**src/rtl/smp_avg_pkg.sv**
```systemverilog
package smp_avg_pkg;
    localparam int DATA_W  = 16;
    localparam int SEL_W   = 2;
    localparam int MIN_LOG = 2;
endpackage

```
**src/rtl/smp_seq.sv**
```systemverilog
module smp_seq #(
    parameter int SEL_W = 2
) (
    input  logic             clk,
    input  logic             rst_n,
    input  logic             start,
    input  logic             cont_mode,
    input  logic             avg_en,
    input  logic [SEL_W-1:0] avg_sel,
    input  logic             smp_valid,
    input  logic             done_evt,
    output logic             busy,
    output logic             accept,
    output logic             cfg_avg,
    output logic [SEL_W-1:0] cfg_sel
);
    typedef struct packed {
        logic             busy;
        logic             avg;
        logic [SEL_W-1:0] sel;
    } seq_st_t;

    seq_st_t st_d, st_q;

    always_comb begin
        st_d = st_q;
        if (start) begin
            st_d.busy = 1'b1;
            st_d.avg  = avg_en;
            st_d.sel  = avg_sel;
        end else if (done_evt && !cont_mode) begin
            st_d.busy = 1'b0;
        end
    end

    always_ff @(posedge clk or negedge rst_n) begin
        if (!rst_n) st_q <= '0;
        else        st_q <= st_d;
    end

    assign busy    = st_q.busy;
    assign accept  = st_q.busy && smp_valid && !start;
    assign cfg_avg = st_q.avg;
    assign cfg_sel = st_q.sel;


    single_stop_chk: assert property (@(posedge clk) disable iff (!rst_n)
        (done_evt && !cont_mode && !start) |=> !busy);

    cont_keep_chk: assert property (@(posedge clk) disable iff (!rst_n)
        (done_evt && cont_mode) |=> busy);
endmodule

```
**src/rtl/smp_accum.sv**
```systemverilog
module smp_accum #(
    parameter int DATA_W  = 16,
    parameter int SEL_W   = 2,
    parameter int MIN_LOG = 2
) (
    input  logic              clk,
    input  logic              rst_n,
    input  logic              restart,
    input  logic              accept,
    input  logic              avg_on,
    input  logic [SEL_W-1:0]  sel,
    input  logic [DATA_W-1:0] sample,
    output logic              done_evt,
    output logic [DATA_W-1:0] value
);
    localparam int N_OPT   = 1 << SEL_W;
    localparam int MAX_LOG = MIN_LOG + N_OPT - 1;
    localparam int ACC_W   = DATA_W + MAX_LOG;
    localparam int CNT_W   = MAX_LOG;

    typedef struct packed {
        logic [ACC_W-1:0] acc;
        logic [CNT_W-1:0] cnt;
    } acc_st_t;

    acc_st_t st_d, st_q;

    logic [ACC_W-1:0]  sum_next;
    logic [CNT_W-1:0]  last_cnt;
    logic              set_end;
    logic [DATA_W-1:0] avg_opt [N_OPT];

    assign sum_next = st_q.acc + ACC_W'(sample);

    always_comb begin
        last_cnt = CNT_W'((32'd1 << (MIN_LOG + int'(sel))) - 32'd1);
    end

    for (genvar g = 0; g < N_OPT; g++) begin : g_round
        localparam int SH = MIN_LOG + g;
        logic [ACC_W-1:0] rounded;
        assign rounded    = sum_next + ACC_W'(32'd1 << (SH - 1));
        assign avg_opt[g] = DATA_W'(rounded >> SH);
    end

    assign set_end  = accept && (!avg_on || (st_q.cnt == last_cnt));
    assign done_evt = set_end;
    assign value    = avg_on ? avg_opt[sel] : sample;

    always_comb begin
        st_d = st_q;
        if (restart) begin
            st_d = '0;
        end else if (accept && avg_on) begin
            if (st_q.cnt == last_cnt) begin
                st_d = '0;
            end else begin
                st_d.acc = sum_next;
                st_d.cnt = st_q.cnt + CNT_W'(1);
            end
        end
    end

    always_ff @(posedge clk or negedge rst_n) begin
        if (!rst_n) st_q <= '0;
        else        st_q <= st_d;
    end


    cnt_bound_chk: assert property (@(posedge clk) disable iff (!rst_n)
        st_q.cnt <= last_cnt);

    restart_empty_chk: assert property (@(posedge clk) disable iff (!rst_n)
        restart |=> (st_q.cnt == '0 && st_q.acc == '0));
endmodule

```
**src/rtl/smp_flags.sv**
```systemverilog
module smp_flags #(
    parameter int DATA_W = 16
) (
    input  logic              clk,
    input  logic              rst_n,
    input  logic              done_evt,
    input  logic [DATA_W-1:0] value,
    input  logic              rd_result,
    input  logic              start,
    input  logic              irq_en,
    input  logic              dma_en,
    output logic [DATA_W-1:0] result,
    output logic              done_flag,
    output logic              irq,
    output logic              dma_req
);
    typedef struct packed {
        logic [DATA_W-1:0] res;
        logic              done;
        logic              dma;
    } flg_st_t;

    flg_st_t st_d, st_q;

    always_comb begin
        st_d     = st_q;
        st_d.dma = done_evt && dma_en;
        if (done_evt) begin
            st_d.done = 1'b1;
            st_d.res  = value;
        end else if (rd_result || start) begin
            st_d.done = 1'b0;
        end
    end

    always_ff @(posedge clk or negedge rst_n) begin
        if (!rst_n) st_q <= '0;
        else        st_q <= st_d;
    end

    assign result    = st_q.res;
    assign done_flag = st_q.done;
    assign dma_req   = st_q.dma;
    assign irq       = st_q.done && irq_en;


    rd_clear_chk: assert property (@(posedge clk) disable iff (!rst_n)
        (rd_result && !done_evt) |=> !done_flag);

    finish_wins_chk: assert property (@(posedge clk) disable iff (!rst_n)
        done_evt |=> done_flag);

    dma_src_chk: assert property (@(posedge clk) disable iff (!rst_n)
        dma_req |-> done_flag);
endmodule

```
**src/rtl/smp_avg_ctl.sv**
```systemverilog
module smp_avg_ctl
    import smp_avg_pkg::*;
(
    input  logic              clk,
    input  logic              rst_n,
    input  logic [DATA_W-1:0] smp_data,
    input  logic              smp_valid,
    input  logic              avg_en,
    input  logic [SEL_W-1:0]  avg_sel,
    input  logic              cont_mode,
    input  logic              start,
    input  logic              rd_result,
    input  logic              irq_en,
    input  logic              dma_en,
    output logic              smp_req,
    output logic [DATA_W-1:0] result,
    output logic              done_flag,
    output logic              busy,
    output logic              irq,
    output logic              dma_req
);
    logic             accept;
    logic             done_evt;
    logic             cfg_avg;
    logic [SEL_W-1:0] cfg_sel;
    logic [DATA_W-1:0] value;

    smp_seq #(.SEL_W(SEL_W)) u_seq (
        .clk       (clk),
        .rst_n     (rst_n),
        .start     (start),
        .cont_mode (cont_mode),
        .avg_en    (avg_en),
        .avg_sel   (avg_sel),
        .smp_valid (smp_valid),
        .done_evt  (done_evt),
        .busy      (busy),
        .accept    (accept),
        .cfg_avg   (cfg_avg),
        .cfg_sel   (cfg_sel)
    );

    smp_accum #(.DATA_W(DATA_W), .SEL_W(SEL_W), .MIN_LOG(MIN_LOG)) u_acc (
        .clk      (clk),
        .rst_n    (rst_n),
        .restart  (start),
        .accept   (accept),
        .avg_on   (cfg_avg),
        .sel      (cfg_sel),
        .sample   (smp_data),
        .done_evt (done_evt),
        .value    (value)
    );

    smp_flags #(.DATA_W(DATA_W)) u_flg (
        .clk       (clk),
        .rst_n     (rst_n),
        .done_evt  (done_evt),
        .value     (value),
        .rd_result (rd_result),
        .start     (start),
        .irq_en    (irq_en),
        .dma_en    (dma_en),
        .result    (result),
        .done_flag (done_flag),
        .irq       (irq),
        .dma_req   (dma_req)
    );

    assign smp_req = busy;


    req_idle_chk: assert property (@(posedge clk) disable iff (!rst_n)
        (!busy && !start) |=> !dma_req);
endmodule

```
**config.mk**
```make
export PLATFORM = sky130hd
export DESIGN_NAME = smp_avg_ctl
export DESIGN_NICKNAME = d
export VERILOG_FILES = /design/src/rtl/smp_avg_pkg.sv /design/src/rtl/smp_seq.sv /design/src/rtl/smp_accum.sv /design/src/rtl/smp_flags.sv /design/src/rtl/smp_avg_ctl.sv
export SDC_FILE = /design/constraint.sdc
export NUM_CORES = 1
export LEC_CHECK = 0
export ABC_AREA = 1
export BUFFER_PORTS_ARGS = -buffer_cell sky130_fd_sc_hd__buf_2
export CELL_PAD_IN_SITES_DETAIL_PLACEMENT = 0
export CELL_PAD_IN_SITES_GLOBAL_PLACEMENT = 2
export CORE_MARGIN = 2
export CORE_UTILIZATION = 33
export DETAILED_ROUTE_END_ITERATION = 10
export GPL_TIMING_DRIVEN = 0
export PLACE_DENSITY_LB_ADDON = 0.05
export SLEW_MARGIN = 5
export SYNTH_ARGS = -nofsm -noshare
export SYNTH_HDL_FRONTEND = slang
export SYNTH_SLANG_ARGS = --single-unit
```
**constraint.sdc**
```tcl
create_clock -name clk -period 4.1 [get_ports clk]
set_input_delay 0.205 -clock clk [delete_from_list [all_inputs] [get_ports clk]]
set_output_delay 0.205 -clock clk [all_outputs]
set_load 0.02 [all_outputs]
```
==> run_results.csv <==
group,metric,value,unit
grt,grt_pass1_wl,30970,um
yosys,synth_commonest_cells,"220 x nand2_1, 122 x inv_1, 106 x nand3_1",
yosys,synth_area_leaders,"dfrtp_1 23%, nand2_1 16%, nand3_1 10%, inv_1 8.8%, ha_1 5.0%",
worst_setup_path,critPathCaptureType,"register",
worst_setup_path,startpoint_type,"register",
hold_path,hp-start,"rd_result",
worst_setup_path,crit_arrival,3.99,ns
detailed_routing,final_antenna_net_count,0,
yosys,synth_compound_area_share,14.20,%
layout,syn2layout_area_growth,13.29,%
worst_setup_path,cp.required,4.30,ns
detailed_routing,drt-total-wl,20690,um
clocking,clock_latency,0.30,ns
sta,final.period_utilization,92.48,%
grt,grt_pass1_vias,5264,
sta,period_needed,3.792,ns
clocking,clkTransAtPathRegs,0.07,ns
die,die_h,129.8,um
clocking,hold_buffers,0,
clocking,cts_tree,"built",
clocking,cts_buffers,5,
yosys,synth-simple-area-share,43.38,%
detailed_routing,wl_per_cell,18.72,um
sta,fmax,263.7,MHz
worst_setup_path,cp_top_family,"simple AND/OR/NAND/NOR gates",
die,dieArea,16850,sq um
layout,fin_cells,1105,
detailed_routing,vias,5712,
sta,setup_viol,0,
detailed_routing,firstDrtPassIters,5,
sta,worst_slew_pin_slew,1.163,ns
sta,max-slew-margin-rel,22.46,%
yosys,avgSynthCellArea,6.226,sq um
die,die_w,129.8,um
hold_path,worstHoldEndpoint,"u_flg.done_flag",
power_and_ir_drop,ir_worst_vdd,0.0002252,V
yosys,synth-seq-cells,48,
clocking,cts_root_buf,"clkbuf_16",
power_and_ir_drop,leakage,2.958,nW
worst_setup_path,crit_cells,19,
yosys,synth_most_common_cell,"nand2_1",
yosys,synth_largest_area_cell,"dfrtp_1",
detailed_routing,vias_per_cell,5.169,
worst_setup_path,slowest_stage,"fa_1",
hold_path,hold_path_class,"input port to register",
yosys,synth_top_area_share,22.99,%
yosys,synth-async-reset-ratio,100.0,%
yosys,syn-num-nets,888,
worst_setup_path,r2r_slack,0.31,ns
worst_setup_path,r2r-end,"u_flg.result[8]",
clocking,cts_setup_buffers,0,
worst_setup_path,path_buf_inv,3,
grt,overflow,0,
grt,gr-usage-all-layers,25.06,%
grt,antenna_found_initial,0,
detailed_routing,drcViolationCount,0,
yosys,ys_seq_area_share,22.99,%
worst_setup_path,cp_slowest_stage_delay,0.41,ns
grt,grt_max_degree,49,
yosys,synth_edf_count,0,
worst_setup_path,startpoint,"u_acc.st_q[5]",
layout,nFillCells,1692,
yosys,synthMuxAreaShare,0.1916,%
clocking,htreeDepth,2,
flow_run,cap_viol_max_count,0,
placement,numPortBuffers,47,
worst_setup_path,critical_path_class,"register to register",
die,core,15310,sq um
yosys,ys_types,43,
die,fp-row-count,45,
detailed_routing,drtIter0Drc,355,
worst_setup_path,reg2reg_depth,19,
layout,fin_util,38.64,%
yosys,ys.flop_type,"dfrtp_1",
sta,final_max_slew_viol_count,0,
sta,final_hold_viol_count,0,
yosys,yosysWarningCount,0,
sta,rsz0062_at_grt,"false",
placement,place_congestion,0.9270,
sta,tns,0,ns
layout,antennaDiodeCount,0,
hold_path,hold_path_depth,2,
sta,finClkSkew,0.01083,ns
clocking,cts_max_path_buffers,2,
worst_setup_path,critPathMostFrequentCell,"nand2_1",
worst_setup_path,r2r_start,"u_acc.st_q[5]",
placement,dp_cells,1097,
yosys,synth_top_family_by_area,"simple AND/OR/NAND/NOR gates",
clocking,clock-sinks,48,
worst_setup_path,cp_max_fo,6,
yosys,syn_area,5224,sq um
placement,hpwl,16920,um
die,start_util,34.11,%
yosys,synthAdderAreaFrac,5.413,%
layout,fin_nets,942,
yosys,syn_inst,839,
clocking,post_cts_resized,0,
layout,drive_gt1_share,15.88,%
power_and_ir_drop,powerDensity,346.4,nW/um^2
die,io_pins,48,
status,status,"finished clean",
worst_setup_path,crit_path_cell_trace,"ha_1, inv_1, fa_1, inv_1, nand2_1, a21oi_4, xor2_4, ha_2, nand2_1, inv_1, nand2_2, nor2_4, nand2_1, o211ai_1, nand2_1, a21oi_1, nand2_1, nand2_1, nand2_1",
yosys,synthXorXnorAreaFrac,2.299,%
==> metal layers <==
layer	share of wire, %	vias up	track usage, %
met4	2.8	0	8.286
met2	44	187	38.84
met5	0	-	0
met3	5.9	30	4.100
met1	48	2624	35.50
li1	-	2871	-
==> where the power goes <==
| part | switching, mW | leakage [nW] | total, mW | internal (mW) |
|---|---|---|---|---|
| registers | 0.0318 | 0.616 | 0.565 | 0.533 |
| logic | 0.706 | 2.26 | 0.991 | 0.284 |
| clock network | 0.204 | 0.0804 | 0.495 | 0.291 |
==> cell families after synthesis <==
family                     count (synthesis)
and+or+nand+nor                          472
buffers and inverters                    154
AOI/OAI and AO/OA                        130
DFF                                       48
adders and majority gates                 22
xor gates and xnor gates                  12
muxes                                      1
==> sequential cells by signal, indices dropped and copies added (netlist names) <==
name	count
u_acc.st_q	26
u_flg.result	16
u_seq.cfg_sel	2
u_flg.dma_req	1
u_flg.done_flag	1
u_seq.busy	1
u_seq.cfg_avg	1
==> how the worst max path moves through the flow <==
stage                       end  slack [ns]
2_1_floorplan   u_flg.result[8]        1.22
3_3_place_gp    u_flg.result[8]        0.18
6_report        u_flg.result[8]        0.31
5_1_grt        u_flg.result[15]        0.05
3_5_place_dp   u_flg.result[14]        0.18
4_1_cts        u_flg.result[14]        0.14
==> worst reg2reg max path, stage by stage, from the launching register on <==
cell,delay [ns]
dfrtp_1,0.35
ha_1,0.27
inv_1,0.08
fa_1,0.41
inv_1,0.11
nand2_1,0.12
a21oi_4,0.26
xor2_4,0.30
ha_2,0.35
nand2_1,0.16
inv_1,0.17
nand2_2,0.14
nor2_4,0.20
nand2_1,0.11
o211ai_1,0.18
nand2_1,0.09
a21oi_1,0.12
nand2_1,0.12
nand2_1,0.10
nand2_1,0.05
==> cell usage in the layout, fill, tap and decap left out, types with 8 or more instances in the layout <==
master,count
nand2_1,220
inv_1,122
nand3_1,106
nor2_1,61
buf_2,54
dfrtp_1,48
a21oi_1,41
o21ai_0,28
o22ai_1,25
nand2_2,23
ha_1,20
nand4_1,17
o21ai_1,15
nor2_2,11
inv_2,10
clkbuf_1,10
o211ai_1,9
nand2_4,8
nor2_4,8
xor2_1,8
==> through the flow <==
step           area [sq um]  hold slack (ns)  setup slack, ns  power [mW]
6_report               5918          0.08700           0.3084       2.050
3_5_place_dp           5723           0.4036           0.1835       1.551
4_1_cts                5894          0.07616           0.1409       2.059
2_1_floorplan          5224         -0.09059            1.218       1.238
3_3_place_gp           5723           0.3968           0.1809       1.546
5_1_grt                5918          0.08463          0.04632       2.197
==> area by class of cell <==
cell class                 instances  area, sq um  area share (%)
buffer                            19        87.58           1.480
clock buffer                       5        125.1           2.114
clock inverter                     3        46.29          0.7822
inverter                         135        514.2           8.689
multi-input combinational        637         3445           58.20
sequential                        48         1201           20.30
tap                              211        264.0           4.461
timing repair buffer              47        235.2           3.975
(Power assumes the default switching activity.)
